**config.mk**
```make
export PLATFORM = sky130hd
export DESIGN_NAME = fpoll_ctrl
export DESIGN_NICKNAME = d
export VERILOG_FILES = /design/src/rtl/fpoll_pkg.sv /design/src/rtl/fpoll_cmdseq.sv /design/src/rtl/fpoll_judge.sv /design/src/rtl/fpoll_buscyc.sv /design/src/rtl/fpoll_ctrl.sv
export SDC_FILE = /design/constraint.sdc
export NUM_CORES = 1
export LEC_CHECK = 0
export ABC_AREA = 1
export BUFFER_PORTS_ARGS = -buffer_cell sky130_fd_sc_hd__buf_2
export CAP_MARGIN = 40
export CORE_MARGIN = 4
export CORE_UTILIZATION = 50
export DETAILED_ROUTE_END_ITERATION = 8
export PLACE_DENSITY = 0.8
export SLEW_MARGIN = 20
export SYNTH_ARGS = -nofsm -noshare
export SYNTH_HDL_FRONTEND = slang
export SYNTH_SLANG_ARGS = --single-unit
```
**constraint.sdc**
```tcl
create_clock -name clk -period 4.2 [get_ports clk]
set_input_delay 0.21 -clock clk [delete_from_list [all_inputs] [get_ports clk]]
set_output_delay 0.21 -clock clk [all_outputs]
set_load 0.1 [all_outputs]
```
**src/rtl/fpoll_pkg.sv**
```systemverilog
package fpoll_pkg;

  typedef enum logic [1:0] {
    OP_PROG = 2'd0,
    OP_SECT = 2'd1,
    OP_BLK  = 2'd2,
    OP_CHIP = 2'd3
  } op_e;

  typedef enum logic [2:0] {
    ST_IDLE,
    ST_CMD,
    ST_POLL,
    ST_VERIFY,
    ST_EXIT
  } st_e;

  typedef enum logic [1:0] {
    PH_IDLE,
    PH_SU,
    PH_PW,
    PH_HD
  } ph_e;

  localparam logic [15:0] UNLK_A1 = 16'h5555;
  localparam logic [15:0] UNLK_A2 = 16'h2AAA;
  localparam logic [7:0]  CD_AA   = 8'hAA;
  localparam logic [7:0]  CD_55   = 8'h55;
  localparam logic [7:0]  CD_PROG = 8'hA0;
  localparam logic [7:0]  CD_ERS  = 8'h80;
  localparam logic [7:0]  CD_SECT = 8'h30;
  localparam logic [7:0]  CD_BLK  = 8'h50;
  localparam logic [7:0]  CD_CHIP = 8'h10;
  localparam logic [7:0]  CD_EXIT = 8'hF0;

endpackage

```
**src/rtl/fpoll_cmdseq.sv**
```systemverilog
module fpoll_cmdseq
  import fpoll_pkg::*;
#(
  parameter int AW = 19,
  parameter int DW = 16
) (
  input  logic          exit_sel,
  input  op_e           op,
  input  logic [2:0]    idx,
  input  logic [AW-1:0] tgt_addr,
  input  logic [DW-1:0] tgt_data,
  output logic [AW-1:0] seq_addr,
  output logic [DW-1:0] seq_data,
  output logic          seq_last
);

  localparam logic [AW-1:0] A1 = AW'(UNLK_A1);
  localparam logic [AW-1:0] A2 = AW'(UNLK_A2);

  always_comb begin
    seq_addr = A1;
    seq_data = DW'(CD_AA);
    seq_last = 1'b0;
    if (exit_sel) begin
      unique case (idx)
        3'd0:    begin seq_addr = A1; seq_data = DW'(CD_AA); end
        3'd1:    begin seq_addr = A2; seq_data = DW'(CD_55); end
        default: begin seq_addr = A1; seq_data = DW'(CD_EXIT); seq_last = 1'b1; end
      endcase
    end else begin
      unique case (idx)
        3'd0: begin seq_addr = A1; seq_data = DW'(CD_AA); end
        3'd1: begin seq_addr = A2; seq_data = DW'(CD_55); end
        3'd2: begin
          seq_addr = A1;
          seq_data = (op == OP_PROG) ? DW'(CD_PROG) : DW'(CD_ERS);
        end
        3'd3: begin
          if (op == OP_PROG) begin
            seq_addr = tgt_addr;
            seq_data = tgt_data;
            seq_last = 1'b1;
          end else begin
            seq_addr = A1;
            seq_data = DW'(CD_AA);
          end
        end
        3'd4: begin seq_addr = A2; seq_data = DW'(CD_55); end
        default: begin
          seq_last = 1'b1;
          unique case (op)
            OP_SECT: begin seq_addr = tgt_addr; seq_data = DW'(CD_SECT); end
            OP_BLK:  begin seq_addr = tgt_addr; seq_data = DW'(CD_BLK); end
            default: begin seq_addr = A1;       seq_data = DW'(CD_CHIP); end
          endcase
        end
      endcase
    end
  end

endmodule

```
**src/rtl/fpoll_judge.sv**
```systemverilog
module fpoll_judge #(
  parameter int DW = 16
) (
  input  logic          toggle_mode,
  input  logic          erase,
  input  logic [DW-1:0] wdata,
  input  logic [DW-1:0] rdata,
  input  logic          prev_b6,
  input  logic          prev_ok,
  output logic          complete,
  output logic          word_ok
);

  localparam int B7 = 7;
  localparam int B6 = 6;

  logic [DW-1:0] expect_w;
  logic          b7_done;
  logic          b6_done;

  assign expect_w = erase ? {DW{1'b1}} : wdata;
  assign b7_done  = erase ? rdata[B7] : (rdata[B7] == wdata[B7]);
  assign b6_done  = prev_ok && (rdata[B6] == prev_b6);
  assign complete = toggle_mode ? b6_done : b7_done;
  assign word_ok  = (rdata == expect_w);

endmodule

```
**src/rtl/fpoll_buscyc.sv**
```systemverilog
module fpoll_buscyc
  import fpoll_pkg::*;
#(
  parameter int AW   = 19,
  parameter int DW   = 16,
  parameter int T_SU = 1,
  parameter int T_PW = 2,
  parameter int T_HD = 1
) (
  input  logic          clk,
  input  logic          rst_n,
  input  logic          start,
  input  logic          wr,
  input  logic [AW-1:0] addr,
  input  logic [DW-1:0] wdata,
  input  logic [DW-1:0] dq_in,
  output logic          ce_n,
  output logic          we_n,
  output logic          oe_n,
  output logic          dq_oe,
  output logic [AW-1:0] addr_o,
  output logic [DW-1:0] dq_o,
  output logic          done,
  output logic [DW-1:0] rdata
);

  localparam int TM1  = (T_SU > T_PW) ? T_SU : T_PW;
  localparam int TMAX = (TM1 > T_HD) ? TM1 : T_HD;
  localparam int CW   = (TMAX > 1) ? $clog2(TMAX) : 1;

  ph_e           ph_q, ph_d;
  logic [CW-1:0] cnt_q, cnt_d;
  logic [CW-1:0] ph_lim;
  logic          ph_end;
  logic          done_q, done_d;
  logic          wr_q;
  logic [AW-1:0] addr_q;
  logic [DW-1:0] wdat_q;
  logic [DW-1:0] rdat_q;
  logic          cap_en;
  logic          samp_en;

  always_comb begin
    unique case (ph_q)
      PH_SU:   ph_lim = CW'(T_SU - 1);
      PH_PW:   ph_lim = CW'(T_PW - 1);
      default: ph_lim = CW'(T_HD - 1);
    endcase
  end

  assign ph_end  = (cnt_q == ph_lim);
  assign cap_en  = start && (ph_q == PH_IDLE);
  assign samp_en = (ph_q == PH_PW) && ph_end && !wr_q;

  always_comb begin
    ph_d   = ph_q;
    cnt_d  = cnt_q;
    done_d = 1'b0;
    unique case (ph_q)
      PH_IDLE: begin
        if (start) begin
          ph_d  = PH_SU;
          cnt_d = '0;
        end
      end
      PH_SU: begin
        if (ph_end) begin ph_d = PH_PW; cnt_d = '0; end
        else        cnt_d = cnt_q + 1'b1;
      end
      PH_PW: begin
        if (ph_end) begin ph_d = PH_HD; cnt_d = '0; end
        else        cnt_d = cnt_q + 1'b1;
      end
      default: begin
        if (ph_end) begin
          ph_d   = PH_IDLE;
          cnt_d  = '0;
          done_d = 1'b1;
        end else begin
          cnt_d = cnt_q + 1'b1;
        end
      end
    endcase
  end

  always_ff @(posedge clk or negedge rst_n) begin
    if (!rst_n) begin
      ph_q   <= PH_IDLE;
      cnt_q  <= '0;
      done_q <= 1'b0;
      wr_q   <= 1'b0;
      addr_q <= '0;
      wdat_q <= '0;
      rdat_q <= '0;
    end else begin
      ph_q   <= ph_d;
      cnt_q  <= cnt_d;
      done_q <= done_d;
      if (cap_en) begin
        wr_q   <= wr;
        addr_q <= addr;
        wdat_q <= wdata;
      end
      if (samp_en) rdat_q <= dq_in;
    end
  end

  assign ce_n   = (ph_q == PH_IDLE);
  assign we_n   = !((ph_q == PH_PW) && wr_q);
  assign oe_n   = !((ph_q == PH_PW) && !wr_q);
  assign dq_oe  = (ph_q != PH_IDLE) && wr_q;
  assign addr_o = addr_q;
  assign dq_o   = wdat_q;
  assign done   = done_q;
  assign rdata  = rdat_q;

endmodule

```
**src/rtl/fpoll_ctrl.sv**
```systemverilog
module fpoll_ctrl
  import fpoll_pkg::*;
#(
  parameter int AW        = 19,
  parameter int DW        = 16,
  parameter int T_SU      = 1,
  parameter int T_PW      = 2,
  parameter int T_HD      = 1,
  parameter int PROG_TMO  = 5000,
  parameter int ERASE_TMO = 5000000
) (
  input  logic          clk,
  input  logic          rst_n,
  input  logic          req_valid,
  output logic          req_ready,
  input  logic [1:0]    req_op,
  input  logic [AW-1:0] req_addr,
  input  logic [DW-1:0] req_data,
  input  logic          req_toggle,
  output logic          done_o,
  output logic          err_o,
  output logic          fl_ce_n,
  output logic          fl_we_n,
  output logic          fl_oe_n,
  output logic [AW-1:0] fl_addr,
  output logic [DW-1:0] fl_dq_out,
  output logic          fl_dq_oe,
  input  logic [DW-1:0] fl_dq_in
);

  localparam int TMO_MAX = (PROG_TMO > ERASE_TMO) ? PROG_TMO : ERASE_TMO;
  localparam int TW      = $clog2(TMO_MAX + 1);

  st_e           st_q, st_d;
  logic [2:0]    idx_q, idx_d;
  op_e           op_q;
  logic [AW-1:0] addr_q;
  logic [DW-1:0] data_q;
  logic          tog_q;
  logic          lnch_q, lnch_d;
  logic          pb6_q, pb6_d;
  logic          pbv_q, pbv_d;
  logic          vbad_q, vbad_d;
  logic          vcnt_q, vcnt_d;
  logic [TW-1:0] tmr_q, tmr_d;
  logic          done_q, done_d;
  logic          err_q, err_d;
  logic          ld_req;

  logic          is_erase;
  logic [TW-1:0] tmo_lim;
  logic          bus_act;
  logic          bus_wr;
  logic          bus_start;
  logic [AW-1:0] bus_addr;
  logic          bus_done;
  logic [DW-1:0] bus_rdata;
  logic [AW-1:0] seq_addr;
  logic [DW-1:0] seq_data;
  logic          seq_last;
  logic          st_done;
  logic          word_ok;
  logic          verify_bad;

  assign is_erase  = (op_q != OP_PROG);
  assign tmo_lim   = is_erase ? TW'(ERASE_TMO) : TW'(PROG_TMO);
  assign bus_act   = (st_q != ST_IDLE);
  assign bus_wr    = (st_q == ST_CMD) || (st_q == ST_EXIT);
  assign bus_start = bus_act && !lnch_q;
  assign bus_addr  = bus_wr ? seq_addr : addr_q;
  assign ld_req    = (st_q == ST_IDLE) && req_valid;
  assign verify_bad = vbad_q || !word_ok;

  fpoll_cmdseq #(.AW(AW), .DW(DW)) u_seq (
    .exit_sel (st_q == ST_EXIT),
    .op       (op_q),
    .idx      (idx_q),
    .tgt_addr (addr_q),
    .tgt_data (data_q),
    .seq_addr (seq_addr),
    .seq_data (seq_data),
    .seq_last (seq_last)
  );

  fpoll_judge #(.DW(DW)) u_judge (
    .toggle_mode (tog_q),
    .erase       (is_erase),
    .wdata       (data_q),
    .rdata       (bus_rdata),
    .prev_b6     (pb6_q),
    .prev_ok     (pbv_q),
    .complete    (st_done),
    .word_ok     (word_ok)
  );

  fpoll_buscyc #(
    .AW(AW), .DW(DW), .T_SU(T_SU), .T_PW(T_PW), .T_HD(T_HD)
  ) u_bus (
    .clk    (clk),
    .rst_n  (rst_n),
    .start  (bus_start),
    .wr     (bus_wr),
    .addr   (bus_addr),
    .wdata  (seq_data),
    .dq_in  (fl_dq_in),
    .ce_n   (fl_ce_n),
    .we_n   (fl_we_n),
    .oe_n   (fl_oe_n),
    .dq_oe  (fl_dq_oe),
    .addr_o (fl_addr),
    .dq_o   (fl_dq_out),
    .done   (bus_done),
    .rdata  (bus_rdata)
  );

  always_comb begin
    st_d   = st_q;
    idx_d  = idx_q;
    lnch_d = lnch_q;
    pb6_d  = pb6_q;
    pbv_d  = pbv_q;
    vbad_d = vbad_q;
    vcnt_d = vcnt_q;
    tmr_d  = tmr_q;
    done_d = 1'b0;
    err_d  = 1'b0;
    if (bus_start) lnch_d = 1'b1;
    if (bus_done)  lnch_d = 1'b0;
    unique case (st_q)
      ST_IDLE: begin
        if (req_valid) begin
          st_d   = ST_CMD;
          idx_d  = '0;
          lnch_d = 1'b0;
        end
      end
      ST_CMD: begin
        if (bus_done) begin
          if (seq_last) begin
            st_d  = ST_POLL;
            tmr_d = '0;
            pbv_d = 1'b0;
          end else begin
            idx_d = idx_q + 3'd1;
          end
        end
      end
      ST_POLL: begin
        if (tmr_q < tmo_lim) tmr_d = tmr_q + 1'b1;
        if (bus_done) begin
          pb6_d = bus_rdata[6];
          pbv_d = 1'b1;
          if (st_done) begin
            st_d   = ST_VERIFY;
            vcnt_d = 1'b0;
            vbad_d = 1'b0;
          end else if (tmr_q >= tmo_lim) begin
            st_d  = ST_EXIT;
            idx_d = '0;
            err_d = 1'b1;
          end
        end
      end
      ST_VERIFY: begin
        if (bus_done) begin
          if (vcnt_q) begin
            st_d   = ST_IDLE;
            done_d = !verify_bad;
            err_d  = verify_bad;
          end else begin
            vcnt_d = 1'b1;
            vbad_d = verify_bad;
          end
        end
      end
      default: begin
        if (bus_done) begin
          if (seq_last) st_d = ST_IDLE;
          else          idx_d = idx_q + 3'd1;
        end
      end
    endcase
  end

  always_ff @(posedge clk or negedge rst_n) begin
    if (!rst_n) begin
      st_q   <= ST_IDLE;
      idx_q  <= '0;
      lnch_q <= 1'b0;
      pb6_q  <= 1'b0;
      pbv_q  <= 1'b0;
      vbad_q <= 1'b0;
      vcnt_q <= 1'b0;
      tmr_q  <= '0;
      done_q <= 1'b0;
      err_q  <= 1'b0;
      op_q   <= OP_PROG;
      addr_q <= '0;
      data_q <= '0;
      tog_q  <= 1'b0;
    end else begin
      st_q   <= st_d;
      idx_q  <= idx_d;
      lnch_q <= lnch_d;
      pb6_q  <= pb6_d;
      pbv_q  <= pbv_d;
      vbad_q <= vbad_d;
      vcnt_q <= vcnt_d;
      tmr_q  <= tmr_d;
      done_q <= done_d;
      err_q  <= err_d;
      if (ld_req) begin
        op_q   <= op_e'(req_op);
        addr_q <= req_addr;
        data_q <= req_data;
        tog_q  <= req_toggle;
      end
    end
  end

  assign req_ready = (st_q == ST_IDLE);
  assign done_o    = done_q;
  assign err_o     = err_q;

endmodule

```
==> results of run 1 <==
power by group through the flow:
| stage | registers (mW) | logic [mW] | clock network, mW |
|---|---|---|---|
| 2_1_floorplan | 2.85 | 1.84 | 0 |
| 3_3_place_gp | 2.01 | 3.34 | 0 |
| 3_5_place_dp | 2.02 | 3.44 | 0 |
| 5_1_grt | 2.06 | 3.82 | 1.62 |
| 6_report | 2.02 | 3.51 | 1.55 |
| 4_1_cts | 2.01 | 3.49 | 1.56 |
metrics by stage:
| stage | util | instances | hold slack [ns] |
|---|---|---|---|
| 2_1_floorplan | - | 969 | -0.08559 |
| 3_3_place_gp | 0.5596 | 1216 | 0.3704 |
| 3_5_place_dp | 0.5645 | 1220 | 0.1421 |
| 4_1_cts | 0.6234 | 1273 | 0.001173 |
| 5_1_grt | 0.6234 | 1273 | 0.01352 |
| 6_report | 0.6234 | 1273 | 0.006255 |
flip-flops by register name, summed over array words and instances, names as in the netlist:
name          cells
addr_q           19
data_q           16
done_o            1
err_o             1
idx_q             3
lnch_q            1
op_q              2
pb6_q             1
pbv_q             1
st_q              3
tmr_q            23
tog_q             1
u_bus.addr_o     19
u_bus.cnt_q       1
u_bus.done        1
u_bus.dq_o       16
u_bus.ph_q        2
u_bus.rdata      16
u_bus.wr_q        1
vbad_q            1
vcnt_q            1
kinds of logic after synthesis:
family / Yosys count / synth area share
muxes: 6 / 0.009295
buffers and inverters: 126 / 0.06955
DFF: 130 / 0.4476
adders and majority gates: 19 / 0.03271
AOI/OAI and AO/OA: 141 / 0.1122
xor gates and xnor gates: 16 / 0.01928
and+or+nand+nor: 531 / 0.3093
metal layers:
| metal | wire length (µm) | global-route usage | part of all wire |
|---|---|---|---|
| met2 | 9342 | 0.4042 | 0.48 |
| met3 | 1458 | 0.05812 | 0.074 |
| met1 | 8473 | 0.3148 | 0.43 |
| met5 | 0 | 0 | 0 |
| met4 | 367 | 0.08153 | 0.019 |
worst min-delay path: cells and delay by family:
kind	cells	cell delay [ns]
buf+inv	1	0.08
simple gates	2	0.11
worst min path at each step:
stage / from / end / slack [ns] / cells after the start
after floorplan: rst_n / addr_q[0] / -0.09 / 0
after global routing: fl_dq_in[11] / u_bus.rdata[11] / 0.01 / 2
after global placement: rst_n / tmr_q[17] / 0.37 / 1
after CTS: req_data[15] / data_q[15] / 0.001 / 3
after detailed placement: rst_n / tmr_q[17] / 0.14 / 1
final: req_addr[16] / addr_q[16] / 0.006 / 3
area by class of cell:
class	instances	area (µm²)
Inverter	92	345.3
Sequential cell	130	3253
Tap cell	180	225.2
Clock inverter	13	173.9
Clock buffer	19	442.9
Multi-Input combinational cell	713	3515
Timing Repair Buffer	126	798.3
Fill cell	1211	5289
placed cells by master (no fill, tap or decap), drive strengths merged:
cell	n
clkbuf	19
nor2	114
a211oi	1
nand4	8
nor3	2
o21bai	3
a31oi	4
a21boi	1
nand2	305
a21o	1
inv	94
o21ai	72
xor2	10
nand3b	2
xnor2	6
a21oi	30
buf	105
a22oi	7
o211ai	8
a2bb2oi	5
o31ai	7
dfrtp	130
mux2	6
or2	1
nor3b	1
dlygate4sd3	21
o21a	2
clkinvlp	3
ha	19
bufinv	3
clkinv	5
nand3	98
what timing repair did:
item | CTS | global route
setup endpoints to repair | 0 | 0
resized for setup | 0 | 0
hold buffers | 21 | 0
endpoints found under the hold margin | 56 | 0
==> metrics, run 1 <==
outcome=complete, no violations; Rows=43; drt total wl=19.64 mm; Final Power=7.081 mW; register bit total from synthesis=130; drt pass-1 iters=5; register share of total power=0.286; combinational share of power=0.495; Crit path max-delay family=simple AND/OR/NAND/NOR gates; vias in the first global route=between 6000 and 7000; die area=16530 µm²; Tmin final=about 3.0 ns; WL per Instance=15.43 µm; CP max-delay cell=ha_1; maximum clock frequency=around 330 MHz; Clk pwr share=0.219; clock root buffer=clkbuf_16; Worst setup startpoint=op_q[0]; synth cell count leaders=nand2_1 (298), dfrtp_1 (130), nor2_1 (108); setup ws final=1.170 ns; Setup Skew=approximately 0.0097 ns; 1st-iter DRT viols=502; clock slew seen by the registers of the worst setup and hold paths=0.06 ns; Die Ht=128.6 µm; Worst EP arrival=3.34 ns; layout cells sized above 1=0.1555; antenna violations before repair=0; Clock Tree Buf Depth=2; worst rel slew slack=0.6012; io pins=99; Net Switching=3.563 mW; dpl ws=approximately 1.2 ns; area delta synth->final=20.43%; unrepaired setup endpoints after global routing=false; Nets=1156; clk sinks=130; final hold vios=0; fin crit share=0.7214; syn_area_per_cell=7.501 µm²; top area cells in the synthesized netlist=dfrtp_1 (45%), nand2_1 (15%), nand3_1 (6.5%); post-CTS setup repair buffer count=0; reg2reg setup slack=1.17 ns; FF-to-FF End=tmr_q[18]; Sum Neg Setup Slack=0 ns; leading area contributor after synthesis=dfrtp_1; R2R Path Start=op_q[0]; critical path endpoint=tmr_q[18]; Crit Path Category=register to register; critical path cell sequence=inv_1 > ha_1 > inv_2 > ha_1 > inv_1 > nor2_1 > nand2_1 > nor2_1 > nand3_1 > nand2_1 > nand2_1 > nand3_2 > nand2_2 > nand3_1 > nand2_1; max incr delay on CP=0.56 ns; worst IR drop on VDD=between 500 and 600 µV; antenna cells=0; Core ar.=14040 µm²; HPWL after DPL=13.63 mm; stages on the worst setup path=15; Critical Path End Type=register; Post-synth EDFFs=0; Worst Path Buf+Inv=3; critical path's most frequent cell=nand2_1; post-route cell area=8753 µm²; endpoints failing setup=0; via count=6874; H-tree lvl count=4; YS warnings=0; Max Cap Viol=0; sequential area share after synthesis=0.4476; Inserted Clock Buffers=17; Pleak=4.402 nW; internal power=3.518 mW; pin count of the biggest net entering global routing=60; Routability Congestion=0.9193; synthesized area=7268 µm²; clk_lat worst skew=roughly 0.43 ns; Total Routing Usage GR=0.2434; Synth Flop Type=dfrtp_1; Post-DP Area=~7900 µm²; Crit path required time=4.51 ns; Die W=128.6 µm; Yosys cell types=41; Tightest Pin Transition=0.5946 ns; first-pass GRT wire length=32.20 mm; most frequent cell after synthesis=nand2_1; worst reg-to-reg path cell count=15; CTS tree=yes; Post-Syn Instances=approximately 970; crit-path max FO=22; ys async rst share=1.000; Post-route DRC=0; IO Port Bufs=98; Vias/cell=5.400; post-route ant nets=0; Starting Density=0.5176; launching element type of the critical path=register; Hold Crit Class=input port to register; Syn Nets=1045; Synth top area share=0.4476; max-slew violation count=0; sw frac=0.5032; pwr dens=809.0 nW/µm²; grt total ovfl=0
Power figures use the tool's default switching activity.
==> run 2, diff against run 1 <==
--- a/config.mk
+++ b/config.mk
@@ -11,7 +11,7 @@
 export CORE_MARGIN = 4
 export CORE_UTILIZATION = 50
 export DETAILED_ROUTE_END_ITERATION = 8
-export PLACE_DENSITY = 0.8
+export PLACE_DENSITY = 0.83
 export SLEW_MARGIN = 20
 export SYNTH_ARGS = -nofsm -noshare
 export SYNTH_HDL_FRONTEND = slang
==> constraint.sdc (replaced) <==
create_clock -name clk -period 2.58 [get_ports clk]
set_input_delay 0.129 -clock clk [delete_from_list [all_inputs] [get_ports clk]]
set_output_delay 0.129 -clock clk [all_outputs]
set_load 0.1 [all_outputs]
==> run 2 against run 1 <==
  * Design area rose by 3.7%
  * Count of clock-buffer cells in the layout is 1 lower
  * Wire length grew 5.3%
  * Power is 60% higher
  * Core utilization is 2.3 points higher
  * Sequential cell count unchanged
  * Sequential power up 63%
  * Cell count is 3.5% higher
  * Clock power up 45%
==> metrics, run 2 (synthesis gave the netlist of run 1 again) <==
outcome=complete, no violations (unchanged); Clock Tree Buf Depth=2 (unchanged); io pins=99 (unchanged); Worst Path Buf+Inv=2 (was 3); Total Routing Usage GR=0.2620 (was 0.2434); Crit path required time=2.88 ns (was 4.51 ns); Sequential Area=3253 µm² (unchanged); Pleak=4.561 nW (was 4.402 nW); Inserted Clock Buffers=17 (unchanged); antenna cells=0 (unchanged); Worst EP arrival=2.60 ns (was 3.34 ns); drt pass-1 iters=7 (was 5); area delta synth->final=24.86% (was 20.43%); Filler Cell Count=1117 (was 1211); FF-to-FF End=tmr_q[7] (was tmr_q[18]); most common cell after layout, fill and taps aside=nand2_1 (unchanged); Crit path max-delay family=simple AND/OR/NAND/NOR gates (unchanged); R2R Path Start=op_q[0] (unchanged); HPWL after DPL=13.69 mm (was 13.63 mm); Routability Congestion=0.9197 (was 0.9193); vias in the first global route=7138 (was 6639); Reg with most FFs=tmr_q (unchanged); Max Cap Viol=0 (unchanged); Sum Neg Setup Slack=0 ns (unchanged); Hold Crit Class=input port to register (unchanged); Die Ht=128.6 µm (unchanged); clk sinks=130 (unchanged); pwr dens=1251 nW/µm² (was 809.0 nW/µm²); max-slew violation count=0 (unchanged); pin count of the biggest net entering global routing=66 (was 60); critical path endpoint=tmr_q[7] (was tmr_q[18]); post-CTS setup repair buffer count=0 (unchanged); Post-route DRC=0 (unchanged); most frequent cells in the layout=nand2_1 (298), dfrtp_1 (130), nor2_1 (107), buf_2 (97), nand3_1 (95) (was nand2_1 (298), dfrtp_1 (130), nor2_1 (108), buf_2 (97), nand3_1 (95)); max incr delay on CP=0.38 ns (was 0.56 ns); Worst setup startpoint=op_q[0] (unchanged); unrepaired setup endpoints after global routing=false (unchanged); fin crit share=0.8899 (was 0.7214); launching element type of the critical path=register (unchanged); Die W=128.6 µm (unchanged); grt total ovfl=0 (unchanged); CP max-delay cell=dfrtp_1 (was ha_1); Post-DP Area=7973 µm² (was 7926 µm²); Final Power=11.35 mW (was 7.081 mW); Tmin final=2.296 ns (was 3.030 ns); endpoints failing setup=0 (unchanged); Nets=1201 (was 1156); Starting Density=0.5176 (unchanged); WL per Instance=15.71 µm (was 15.43 µm); layout cells sized above 1=0.1601 (was 0.1555); hold slack=0.05699 ns (was 0.006255 ns); Crit Path Category=register to register (unchanged); Setup Skew=0.008462 ns (was 0.009710 ns); Vias/cell=5.484 (was 5.400); multi-input logic area=3525 µm² (was 3515 µm²); stages on the worst setup path=12 (was 15); critical path's most frequent cell=nand2_1 (unchanged); post-route cell area=9075 µm² (was 8753 µm²); drt total wl=20.69 mm (was 19.64 mm); critical path cell sequence=inv_1 > ha_1 > inv_2 > ha_1 > nand3_1 > nand2_1 > a21boi_1 > nand2_1 > nand2_1 > nand4_4 > nand3_1 > nand2_1 (was inv_1 > ha_1 > inv_2 > ha_1 > inv_1 > nor2_1 > nand2_1 > nor2_1 > nand3_1 > nand2_1 > nand2_1 > nand3_2 > nand2_2 > nand3_1 > nand2_1); post-route ant nets=0 (unchanged); clock slew seen by the registers of the worst setup and hold paths=0.06 ns (about the same); maximum clock frequency=435.5 MHz (was 330.0 MHz); antenna violations before repair=1 (was 0); 1st-iter DRT viols=765 (was 502); clk_lat worst skew=0.42 ns (was 0.43 ns); IO Port Bufs=98 (unchanged); CTS tree=yes (unchanged); first-pass GRT wire length=34.64 mm (was 32.20 mm); worst IR drop on VDD=1067 µV (was 528.9 µV); clock root buffer=clkbuf_16 (unchanged); final hold vios=0 (unchanged); Rows=43 (unchanged); via count=7223 (was 6874); worst rel slew slack=0.4917 (was 0.6012); reg2reg setup slack=0.28 ns (was 1.17 ns); Core ar.=14040 µm² (unchanged); Critical Path End Type=register (unchanged); worst reg-to-reg path cell count=12 (was 15); Tightest Pin Transition=0.7606 ns (was 0.5946 ns); crit-path max FO=23 (was 22); die area=16530 µm² (unchanged); H-tree lvl count=4 (unchanged); max reg flops=23 (unchanged)
## run 2: changes by cell type in the layout (fill, tap and decap cells not counted), sizes merged
cell / delta
bufinv: -2
buf: +11
dlygate4sd3: +34
clkinv: +4
clkinvlp: +1
clkbuf: -1
inv: -3
## run 2: final cells by class
| type | instances | share of cell area |
|---|---|---|
| multi-input combinational | 713 | 0.3884 |
| sequential | 130 | 0.3585 |
| timing repair buffer | 171 | 0.1303 |
| clock buffer | 18 | 0.04729 |
| inverter | 92 | 0.03805 |
| tap | 180 | 0.02482 |
| clock inverter | 13 | 0.01268 |
## run 2: per-stage QoR
stage                     worst slack, ns  instances  utilization
after floorplan                    0.1693        969            -
after global placement             0.2827       1231       0.5678
after detailed placement           0.2072       1231       0.5678
after CTS                          0.1634       1317       0.6457
after global routing              0.06965       1317       0.6463
final                              0.2840       1317       0.6463
## run 2: where the power goes
part	leakage, nW	internal [mW]	switching [mW]
combinational	2.66	1.45	4.36
sequential	1.65	2.78	0.523
clock	0.258	1.32	0.928
total	4.56	5.54	5.81
## run 2: worst min path at each step
| stage | start | slack, ns | cells past startpoint | to |
|---|---|---|---|---|
| 6_report | req_valid | 0.06 | 4 | lnch_q |
| 3_3_place_gp | rst_n | 0.15 | 1 | tmr_q[5] |
| 5_1_grt | req_valid | 0.07 | 4 | lnch_q |
| 4_1_cts | req_valid | 0.05 | 4 | lnch_q |
| 3_5_place_dp | rst_n | 0.16 | 1 | tmr_q[21] |
| 2_1_floorplan | rst_n | -0.17 | 0 | addr_q[0] |
## run 2: metal layers
layer / vias to the layer above / GRT usage / wire length [µm]
li1: 3439 / - / -
met1: 3388 / 0.3428 / 8784
met2: 343 / 0.4248 / 9928
met3: 51 / 0.07057 / 1529
met4: 2 / 0.08771 / 425
met5: - / 0 / 19
## run 2: what timing repair did
item / 4_1_cts / 5_1_grt
gates resized for setup: 0 / 2
endpoints found under the setup margin: 0 / 23
endpoints found under the hold margin: 116 / 0
hold buffers: 55 / 0
## run 2: worst reg2reg max path: cells and delay by family (launching register included)
kind | cells | cell delay (ns)
adders and majority gates | 2 | 0.51
AOI/OAI and AO/OA | 1 | 0.12
and+or+nand+nor | 7 | 0.98
buffers and inverters | 2 | 0.21
DFF | 1 | 0.38
==> run 3, diff against run 2 <==
--- a/config.mk
+++ b/config.mk
@@ -6,12 +6,12 @@
 export NUM_CORES = 1
 export LEC_CHECK = 0
 export ABC_AREA = 1
-export BUFFER_PORTS_ARGS = -buffer_cell sky130_fd_sc_hd__buf_2
 export CAP_MARGIN = 40
 export CORE_MARGIN = 4
 export CORE_UTILIZATION = 50
 export DETAILED_ROUTE_END_ITERATION = 8
-export PLACE_DENSITY = 0.83
+export DONT_BUFFER_PORTS = 1
+export PLACE_DENSITY = 0.77
 export SLEW_MARGIN = 20
 export SYNTH_ARGS = -nofsm -noshare
 export SYNTH_HDL_FRONTEND = slang
==> run 3 against run 2 <==
  * The flow now finishes with violations (negative hold slack)
  * Core utilization is 1.3 points lower
  * Clock power is 3% higher
  * Sequential share of layout area is 0.76 points higher
  * Global-route usage is 1.8 points lower
  * Largest cell class unchanged
==> metrics, run 3 (synthesis gave the netlist of run 1 again) <==
outcome=finished, violations left (was complete, no violations); failing checks=negative hold slack; combinational share of power=0.513 (was 0.511); Sum Neg Setup Slack=0 ns (unchanged); Critical Path End Type=register (unchanged); Die W=128.6 µm (unchanged); Hold Crit Class=input port to async pin (was input port to register); worst rel slew slack=0.4183 (was 0.4917); Tmin final=2.319 ns (was 2.296 ns); pwr dens=1288 nW/µm² (was 1251 nW/µm²); most frequent cells in the layout=nand2_1 (298), dfrtp_1 (130), nor2_1 (107), nand3_1 (95), inv_1 (83) (was nand2_1 (298), dfrtp_1 (130), nor2_1 (107), buf_2 (97), nand3_1 (95)); max-slew violation count=0 (unchanged); area delta synth->final=22.28% (was 24.86%); Post-route DRC=0 (unchanged); M1 WL=8.611 mm (was 8.784 mm); clk_lat worst skew=0.42 ns (about the same); endpoints failing setup=0 (unchanged); Clk pwr share=0.202 (was 0.198); Cell Count Post-Placement=1169 (was 1231); hold slack=-0.5912 ns (was 0.05699 ns); Setup Skew=0.009469 ns (was 0.008462 ns); Tightest Pin Transition=0.8731 ns (was 0.7606 ns); Worst EP arrival=2.63 ns (was 2.60 ns); critical path cell sequence=nor2_2 > nand2_1 > nor2_4 > clkinv_1 > nand2_1 > nand2_1 (was inv_1 > ha_1 > inv_2 > ha_1 > nand3_1 > nand2_1 > a21boi_1 > nand2_1 > nand2_1 > nand4_4 > nand3_1 > nand2_1); unrepaired setup endpoints after global routing=false (unchanged); drt total wl=19.71 mm (was 20.69 mm); Die Ht=128.6 µm (unchanged); Max Cap Viol=0 (unchanged); crit-path max FO=17 (was 23); Post-DP Area=7766 µm² (was 7973 µm²); multi-input logic area=3522 µm² (was 3525 µm²); register share of total power=0.285 (was 0.291); via count=6858 (was 7223); Total Routing Usage GR=0.2436 (was 0.2620); IO Port Bufs=0 (was 98); Inserted Clock Buffers=17 (unchanged); Core ar.=14040 µm² (unchanged); Routability Congestion=0.9076 (was 0.9197); vias in the first global route=6569 (was 7138); sw frac=0.5021 (was 0.5116); most common cell after layout, fill and taps aside=nand2_1 (unchanged); antenna violations before repair=0 (was 1); first-pass GRT wire length=32.22 mm (was 34.64 mm); Vias/cell=5.460 (was 5.484); drt pass-1 iters=5 (was 7); Pleak=4.346 nW (was 4.561 nW); clk sinks=130 (unchanged); Reg with most FFs=tmr_q (unchanged); 1st-iter DRT viols=671 (was 765); Filler Cell Count=1155 (was 1117); post-route ant nets=0 (unchanged); CTS tree=yes (unchanged); layout cells sized above 1=0.1107 (was 0.1601); hold_buf cts=55 (unchanged); io pins=99 (unchanged); dpl ws=0.2343 ns (was 0.2072 ns); met2 routed WL=9.357 mm (was 9.928 mm); worst reg-to-reg path cell count=6 (was 12); grt total ovfl=0 (unchanged); internal power=5.701 mW (was 5.543 mW); post-route cell area=8887 µm² (was 9075 µm²); routed length on met3=1.314 mm (was 1.529 mm); fin cells=1256 (was 1317); HPWL after DPL=13.10 mm (was 13.69 mm); Top Metal Used=met4 (was met5); die area=16530 µm² (unchanged); worst IR drop on VDD=781.9 µV (was 1067 µV); post-CTS setup repair buffer count=0 (unchanged); Nets=1139 (was 1201); Clock Tree Buf Depth=2 (unchanged); launching element type of the critical path=register (unchanged); fin crit share=0.8988 (was 0.8899); max reg flops=23 (unchanged); reg2reg setup slack=0.26 ns (was 0.28 ns); CP max-delay cell=clkinv_1 (was dfrtp_1); pin count of the biggest net entering global routing=131 (was 66); clock slew seen by the registers of the worst setup and hold paths=0.06 ns (about the same); Net Switching=5.750 mW (was 5.806 mW); final hold vios=130 (was 0); Rows=43 (unchanged); setup ws final=0.2610 ns (was 0.2840 ns); WL per Instance=15.69 µm (was 15.71 µm); maximum clock frequency=431.2 MHz (was 435.5 MHz); critical path's most frequent cell=nand2_1 (unchanged); Crit path required time=2.89 ns (was 2.88 ns); Crit Path Category=register to register (unchanged); H-tree lvl count=4 (unchanged); clock root buffer=clkbuf_16 (unchanged); max incr delay on CP=0.58 ns (was 0.38 ns); Sequential Area=3253 µm² (unchanged); Starting Density=0.5176 (unchanged)
run 3: timing repair:
action,CTS,global route
setup endpoints to repair,0,22
endpoints found under the hold margin,185,130
resized for setup,0,1
run 3: per-layer routing:
metal / vias up / track usage
li1: 3326 / -
met1: 3223 / 0.3259
met2: 271 / 0.3901
met3: 38 / 0.04981
met4: 0 / 0.09883
met5: - / 0
run 3: per-stage QoR:
step | utilization | power [mW]
detailed placement | 0.5531 | 8.985
global placement | 0.5511 | 8.879
global route | 0.6327 | 12.13
finish | 0.6329 | 11.45
CTS | 0.6324 | 11.39
floorplan | - | 7.640
run 3: critical path: cells and delay by family, from the launching register on:
| kind | cells | cell delay (ns) |
|---|---|---|
| flip-flops | 1 | 0.48 |
| buffers and inverters | 1 | 0.58 |
| AND/OR/NAND/NOR | 5 | 1.14 |
run 3: layout make-up:
cell class              count  area share
multi-input cells         713      0.3963
flip-flops and latches    130      0.3660
repair buffers            109      0.1098
clock buffers              20     0.05139
inverters                  92     0.03886
well taps                 180     0.02534
clock inverters            11     0.01197
diodes                      1   0.0002816
run 3: path summary, 6_finish.rpt:
check,endpoint,from
worst max-delay path,addr_q[16],st_q[0]
worst min-delay path,data_q[10],rst_n
max in group asynchronous,tmr_q[16],rst_n
min in group clk,addr_q[11],req_valid
worst max register to register,addr_q[16],st_q[0]
worst min register to register,u_bus.addr_o[1],u_bus.addr_o[1]
run 3: power groups by stage:
stage / clock network (mW) / logic, mW / registers, mW
2_1_floorplan: 0 / 3.00 / 4.64
3_3_place_gp: 0 / 5.63 / 3.25
3_5_place_dp: 0 / 5.71 / 3.28
4_1_cts: 2.33 / 5.82 / 3.25
5_1_grt: 2.43 / 6.36 / 3.33
6_report: 2.31 / 5.88 / 3.26
